### src/rtl/sparse24_pruner.sv
module sparse24_pruner #(
  parameter int W = 8
) (
  input  logic           clk,
  input  logic           rst_n,
  input  logic           in_valid,
  output logic           in_ready,
  input  logic [4*W-1:0] in_w,
  output logic           out_valid,
  input  logic           out_ready,
  output logic [W-1:0]   out_val0,
  output logic [W-1:0]   out_val1,
  output logic [1:0]     out_idx0,
  output logic [1:0]     out_idx1,
  output logic           out_lossy
);

  logic [W-1:0] lane [4];
  logic [W-1:0] mag  [4];
  logic [1:0]   rank [4];
  logic [3:0]   keep, nz;

  genvar g;
  generate
    for (g = 0; g < 4; g++) begin : g_lane
      assign lane[g] = in_w[g*W +: W];
      assign mag[g]  = lane[g][W-1] ? (~lane[g] + 1'b1) : lane[g];
      assign nz[g]   = |lane[g];
    end
  endgenerate

  always_comb begin
    for (int i = 0; i < 4; i++) begin
      rank[i] = 2'd0;
      for (int j = 0; j < 4; j++)
        if (j != i && (mag[j] > mag[i] || (mag[j] == mag[i] && j < i)))
          rank[i] = rank[i] + 2'd1;
      keep[i] = (rank[i] < 2'd2);
    end
  end

  logic           s1_v;
  logic [4*W-1:0] s1_w;
  logic [3:0]     s1_keep;
  logic           s1_lossy;
  logic           s1_go, s2_go;

  assign s2_go    = s1_v && (!out_valid || out_ready);
  assign in_ready = !s1_v || !out_valid || out_ready;
  assign s1_go    = in_valid && in_ready;

  always_ff @(posedge clk or negedge rst_n) begin
    if (!rst_n) begin
      s1_v     <= 1'b0;
      s1_w     <= '0;
      s1_keep  <= '0;
      s1_lossy <= 1'b0;
    end else begin
      if (s1_go) begin
        s1_w     <= in_w;
        s1_keep  <= keep;
        s1_lossy <= |(nz & ~keep);
      end
      if (in_ready) s1_v <= in_valid;
    end
  end

  logic [1:0] sel0, sel1;
  assign sel0 = s1_keep[0] ? 2'd0 : (s1_keep[1] ? 2'd1 : 2'd2);
  assign sel1 = s1_keep[3] ? 2'd3 : (s1_keep[2] ? 2'd2 : 2'd1);

  always_ff @(posedge clk or negedge rst_n) begin
    if (!rst_n) begin
      out_valid <= 1'b0;
      out_val0  <= '0;
      out_val1  <= '0;
      out_idx0  <= 2'd0;
      out_idx1  <= 2'd1;
      out_lossy <= 1'b0;
    end else begin
      if (s2_go) begin
        out_val0  <= s1_w[sel0*W +: W];
        out_val1  <= s1_w[sel1*W +: W];
        out_idx0  <= sel0;
        out_idx1  <= sel1;
        out_lossy <= s1_lossy;
      end
      if (!out_valid || out_ready) out_valid <= s1_v;
    end
  end

endmodule

### config.mk
export PLATFORM = sky130hd
export DESIGN_NAME = sparse24_pruner
export DESIGN_NICKNAME = d
export VERILOG_FILES = /design/src/rtl/sparse24_pruner.sv
export SDC_FILE = /design/constraint.sdc
export NUM_CORES = 1
export LEC_CHECK = 0
export ABC_CLOCK_PERIOD_IN_PS = 1800
export BUFFER_PORTS_ARGS = -buffer_cell sky130_fd_sc_hd__buf_2
export CAP_MARGIN = 10
export CORE_AREA = 5 5 105 107
export CTS_CLUSTER_DIAMETER = 150
export DETAILED_ROUTE_END_ITERATION = 7
export DIE_AREA = 0 0 110 112
export MAX_ROUTING_LAYER = met4
export PLACE_DENSITY = 0.6
export SLEW_MARGIN = 20
export SYNTH_ARGS = -nofsm -noshare
export SYNTH_HDL_FRONTEND = slang
export SYNTH_SLANG_ARGS = --single-unit
### constraint.sdc
create_clock -name clk -period 1.8 [get_ports clk]
set_clock_uncertainty 0.15 [all_clocks]
set_input_delay 0.18 -clock clk [delete_from_list [all_inputs] [get_ports clk]]
set_output_delay 0.18 -clock clk [all_outputs]
set_load 0.005 [all_outputs]
# Word level (Yosys, flattened, before mapping)

Index checks and enable logic that the tools add are counted.

Bits in registers: 60
Bits of input ports: 36
Output and inout bits: 23

$add $sub $neg: 12
Order comparisons: 16
Eq/ne operators: 6
Shifts and indexed selects: 2
Multiplexer cells: 20
Bitwise operators: 6
Reductions and logical operators: 18

Operators by type and width:

| kind                                                           | number |
|---|---|
| 8-bit > comparator                                             | 12 |
| 32-bit by 6-bit variable part select with 8-bit output         | 2 |
| 8-bit equality test                                            | 6 |
| 8-bit by 1-bit adder with 8-bit output (second input constant) | 4 |
| 8-bit 2-to-1 mux                                               | 4 |
| 8-bit NOT                                                      | 4 |
| 8-bit OR reduction                                             | 4 |
| 2-bit 2-to-1 mux                                               | 12 |
| 1-bit logical OR                                               | 9 |
| 1-bit by 1-bit adder with 2-bit output (second input constant) | 4 |
| 2-bit by 1-bit adder with 2-bit output (second input constant) | 4 |
| 2-bit < comparator (second input constant)                     | 4 |
| 4-bit AND                                                      | 1 |
| 1-bit 2-to-1 mux                                               | 4 |
| 4-bit NOT                                                      | 1 |
| 4-bit OR reduction                                             | 1 |
| 1-bit logical AND                                              | 2 |
| 1-bit logical NOT                                              | 2 |

# Logic depth before layout (Yosys ltp)

Depth after elaboration: 14
Gate-level depth with buffers: 15
Mapped depth without buffers: 15

# Worst setup path before layout

No wires, ideal clock.

Kind: input -> register
From: input in_w[25]
To: register s1_lossy
Data arrival time: 2553 ps
Data required time: 1504 ps
Setup slack: -1050 ps
Stages: 13
Path buffers: 0
Path through: or3_4 -> nand2_1 -> xor2_1 -> ha_1 -> a21o_1 -> a21oi_1 -> o21ai_0 -> maj3_2 -> o211ai_1 -> nand2_1 -> maj3_2 -> o41ai_1 -> a41oi_2

Longest elaborated chain between the ends: 14
Elaborated cells between the ends (all ways): 31
Classes of those cells: 3 x add/sub; 10 x order compare; 3 x eq/ne; 7 x mux; 3 x bitwise; 5 x reduce/logical

Ends and longest elaborated chain:

| item                                                             | line | text |
|---|---|---|
| start: declaration                                               | 8    | `input logic [4*W-1:0] in_w,` |
| 8-bit NOT                                                        | 27   | `assign mag[g] = lane[g][W-1] ? (~lane[g] + 1'b1) : lane[g];` |
| 8-bit by 1-bit adder with 8-bit output                           | 27   |  |
| 8-bit 2-to-1 mux                                                 | 27   |  |
| 8-bit > comparator / 8-bit equality test (equally long branches) | 36   | `if (j != i && (mag[j] > mag[i] \|\| (mag[j] == mag[i] && j < i)))` |
| 1-bit logical OR                                                 | 36   |  |
| 1-bit 2-to-1 mux                                                 | 36   |  |
| 1-bit by 1-bit adder with 2-bit output                           | 37   | `rank[i] = rank[i] + 2'd1;` |
| 2-bit 2-to-1 mux                                                 | 36   |  |
| 2-bit by 1-bit adder with 2-bit output                           | 37   |  |
| 2-bit 2-to-1 mux                                                 | 36   |  |
| 2-bit < comparator                                               | 38   | `keep[i] = (rank[i] < 2'd2);` |
| 4-bit NOT                                                        | 62   | `s1_lossy <= \|(nz & ~keep);` |
| 4-bit AND (*)                                                    | 62   |  |
| 4-bit OR reduction (*)                                           | 62   |  |
| end signal: assignment                                           | 62   |  |
| end: declaration                                                 | 45   | `logic s1_lossy;` |

Every way passes the cells marked *; elsewhere a longest branch is shown, timed or not.
A chain may end at the register's enable or synchronous reset.

# Final worst setup path

From: input in_w[26]
To: register s1_lossy

Same word-level chain as after synthesis.

==> results.py <==
metrics = {
    "power_and_ir_drop": {
        "p_seq_share_pct": 35.0,
        "leakage_nw": 2.895,
        "intPower_mw": 3.714,
        "power_switching_mw": 1.882,
        "clkPwrFrac_pct": 25.1,
        "power_mw": 5.597,
        "pwr_density_cell_nw_per_um2": 912.9,
        "p_sw_share_pct": 33.63,
        "pwr-share-comb_pct": 39.9,
        "peakVddDrop_v": 0.0004536,
    },
    "grt": {
        "antenna_found_initial": 0,
        "grt_pass1_wl_mm": 19.64,
        "track_usage_pct": 21.17,
        "first_global_vias": 4000,
        "gr-total-overflow": 0,
        "grt_start_max_net_pins": 61,
    },
    "floorplan": {
        "row_count": 37,
        "die_x_um": 110,
        "die-area_um2": 12320,
        "start_util_pct": 43.29,
        "io_pins": 59,
        "die_y_um": 112,
        "coreArea_um2": 10050,
    },
    "sta": {
        "finalWorstPathRequiredPeriod_ns": 2.616,
        "fin_ws_ns": -0.8156,
        "whs_ns": 0.03939,
        "rsz0062_at_grt": "yes",
        "tns_ns": -3.322,
        "setup_violations": 5,
        "tightestPinTransition_ns": 0.5637,
        "finalHoldViolations": 0,
        "maxSlewViolCount": 0,
        "max-slew-margin-rel_pct": 62.42,
        "max_freq_mhz": 382.3,
        "fin_crit_sh_pct": 145.3,
    },
    "worst_setup_path": {
        "cp.arrival_ns": 2.67,
        "r2r_slack_ns": 0.26,
        "crit_chain": "buf_6 > or3_4 > nand2_4 > xor2_4 > ha_4 > a21o_1 > a21oi_2 > o21ai_1 > maj3_2 > o211ai_1 > nand2_1 > maj3_2 > o41ai_4 > a41oi_2",
        "critical_path_class": "input port to flop",
        "worstSetupEndpointType": "flop",
        "crit_top_cell": "maj3_2",
        "crit_family": "adder cells",
        "cp.buffers_inverters": 1,
        "cp.depth": 14,
        "critPathSlowestCell": "or3_4",
        "ff2ff_path_depth": 4,
        "slowest_delay_ns": 0.40,
        "start_kind": "input port",
        "rr_endpoint": "out_val1[3]",
        "reg2reg_from": "s1_keep[2]",
        "cp_max_fo": 3,
        "required_ns": 1.85,
    },
    "yosys": {
        "postSynthCellCount": 461,
        "yosysWarnings": 0,
        "syn_area_um2": 4349,
        "avgSynthCellArea_um2": 9.434,
        "synth-seq-cells": 60,
        "synth_edf_count": 0,
        "synthFlopType": "dfrtp_1",
        "synth_cell_types": 53,
        "yosysSeqAreaShare_pct": 34.55,
        "async_flop_share_pct": 100.0,
        "synthesis.nets": 539,
    },
    "final_layout": {
        "fin_area_um2": 6131,
        "drive_above_1_share_pct": 42.49,
        "final_cells": 755,
        "syn2layout_area_growth_pct": 40.97,
        "finish.utilization_pct": 61.03,
        "finalNetCount": 692,
        "antenna_cells": 0,
    },
    "min_path": {
        "holdPathEnd": "s1_w[26]",
        "min-delay-start": "in_w[26]",
        "hp-class": "input port to flop",
        "hold_depth": 3,
    },
    "routing": {
        "route.detailed.drc": 0,
        "dr.pass1.iters": 5,
        "drt_iter0_markers": 132,
        "antenna_left": 0,
        "avgViaCountPerCell": 5.130,
        "wire_per_inst_um": 16.05,
        "vias": 3873,
        "wirelength_mm": 12.12,
    },
    "place": {
        "place_ws_ns": -1.268,
        "dp_hpwl_mm": 9.575,
        "gp_congestion": 0.9028,
        "dp.cells": 728,
        "port-buffer-count": 58,
        "placed_area_um2": 5505,
    },
    "clocking": {
        "cts_made_buffers": 9,
        "clockRootBuffer": "clkbuf_8",
        "cts_tree": "yes",
        "cts_max_level": 3,
        "cts_buffer_depth": 2,
        "cts_sinks": 60,
        "clkLatencyLatePin_ns": 0.34,
        "clk_pin_slew_ns": 0.07,
    },
    "run_status": {
        "violations": "setup timing",
        "outcome": "finished, violations left",
    },
    "job": {
        "drv_cap": 0,
    },
}
## what timing repair did
item,4_1_cts,5_1_grt
endpoints found under the setup margin,5,13
pin swaps,25,10
gates cloned,0,1
setup buffers,3,5
hold buffers,3,0
endpoints found under the hold margin,62,0
resized for setup,41,12
## cells in the mapped netlist, types with 13 or more instances
master    number  share of area, %
nand2_1       55               4.7
ha_1          42                12
xnor2_1       16               3.2
o21ai_0       46               5.3
a21oi_1       32               3.7
mux2i_1       17               3.9
nor2_1        22               1.9
mux2_2        23               6.0
inv_1         29               2.5
nand2b_1      13               1.9
dfrtp_1       59                34
clkbuf_1      13               1.1
## power groups by stage
stage | sequential [mW] | combinational (mW) | clock, mW
global route | 2.01 | 2.50 | 1.48
finish | 1.96 | 2.23 | 1.41
CTS | 1.96 | 2.18 | 1.43
detailed placement | 1.99 | 2.02 | 0
global placement | 1.97 | 1.97 | 0
floorplan | 1.85 | 1.28 | 0
## placed cells by master (no fill, tap or decap), drive strengths merged, types with 9 or more instances in the layout
cell	instances
o21ai	54
a21oi	33
inv	29
nor2	22
xnor2	16
nand2	55
clkbuf	13
buf	156
dfrtp	59
ha	42
o31ai	9
mux2	23
mux2i	17
nand2b	13
## cells by family (layout without fill, tap and decap cells)
logic type	Yosys count	in the layout	share of synthesized area, %
compound gates	125	125	19.53
xor+xnor	24	24	5.610
fa+ha+maj	47	47	13.35
buf+inv	47	205	4.114
flops	60	60	34.55
mux	40	40	9.868
simple gates	118	118	12.98
## sequential cells by signal, indices dropped and copies added, names as in the netlist
name and flops:
out_val0 8, s1_keep 4, s1_v 1, out_lossy 1, out_idx0 2, out_idx1 2
s1_w 32, out_valid 1, s1_lossy 1, out_val1 8
## worst reg2reg max path: stages (launching register included)
cell,delay (ns)
dfrtp_1,0.66
mux2i_1,0.28
nor2_1,0.07
a21oi_1,0.15
o21ai_0,0.10
## final cells by class
cell class / instances / area, um2
multi-input combinational: 354 / 2968
inverter: 29 / 108.9
timing repair buffer: 160 / 1146
sequential: 60 / 1503
clock inverter: 4 / 70.07
tap: 136 / 170.2
fill: 856 / 3915
clock buffer: 12 / 165.2
## worst max path at each step
stage | start | endpoint | slack, ns
finish | in_w[26] | s1_lossy | -0.82
detailed placement | in_w[24] | s1_lossy | -1.27
floorplan | in_w[8] | s1_lossy | -0.86
CTS | in_w[26] | s1_lossy | -0.81
global route | in_w[25] | s1_lossy | -0.97
global placement | in_w[0] | s1_lossy | -1.21
## metal layers
layer | wire length, um | vias to the layer above | global-route usage (%)
li1 | - | 1958 | -
met1 | 5432 | 1848 | 26.22
met2 | 6165 | 49 | 35.48
met3 | 300 | 18 | 2.435
met4 | 218 | 0 | 7.066
met5 | 0 | - | -
(Power assumes the default switching activity.)
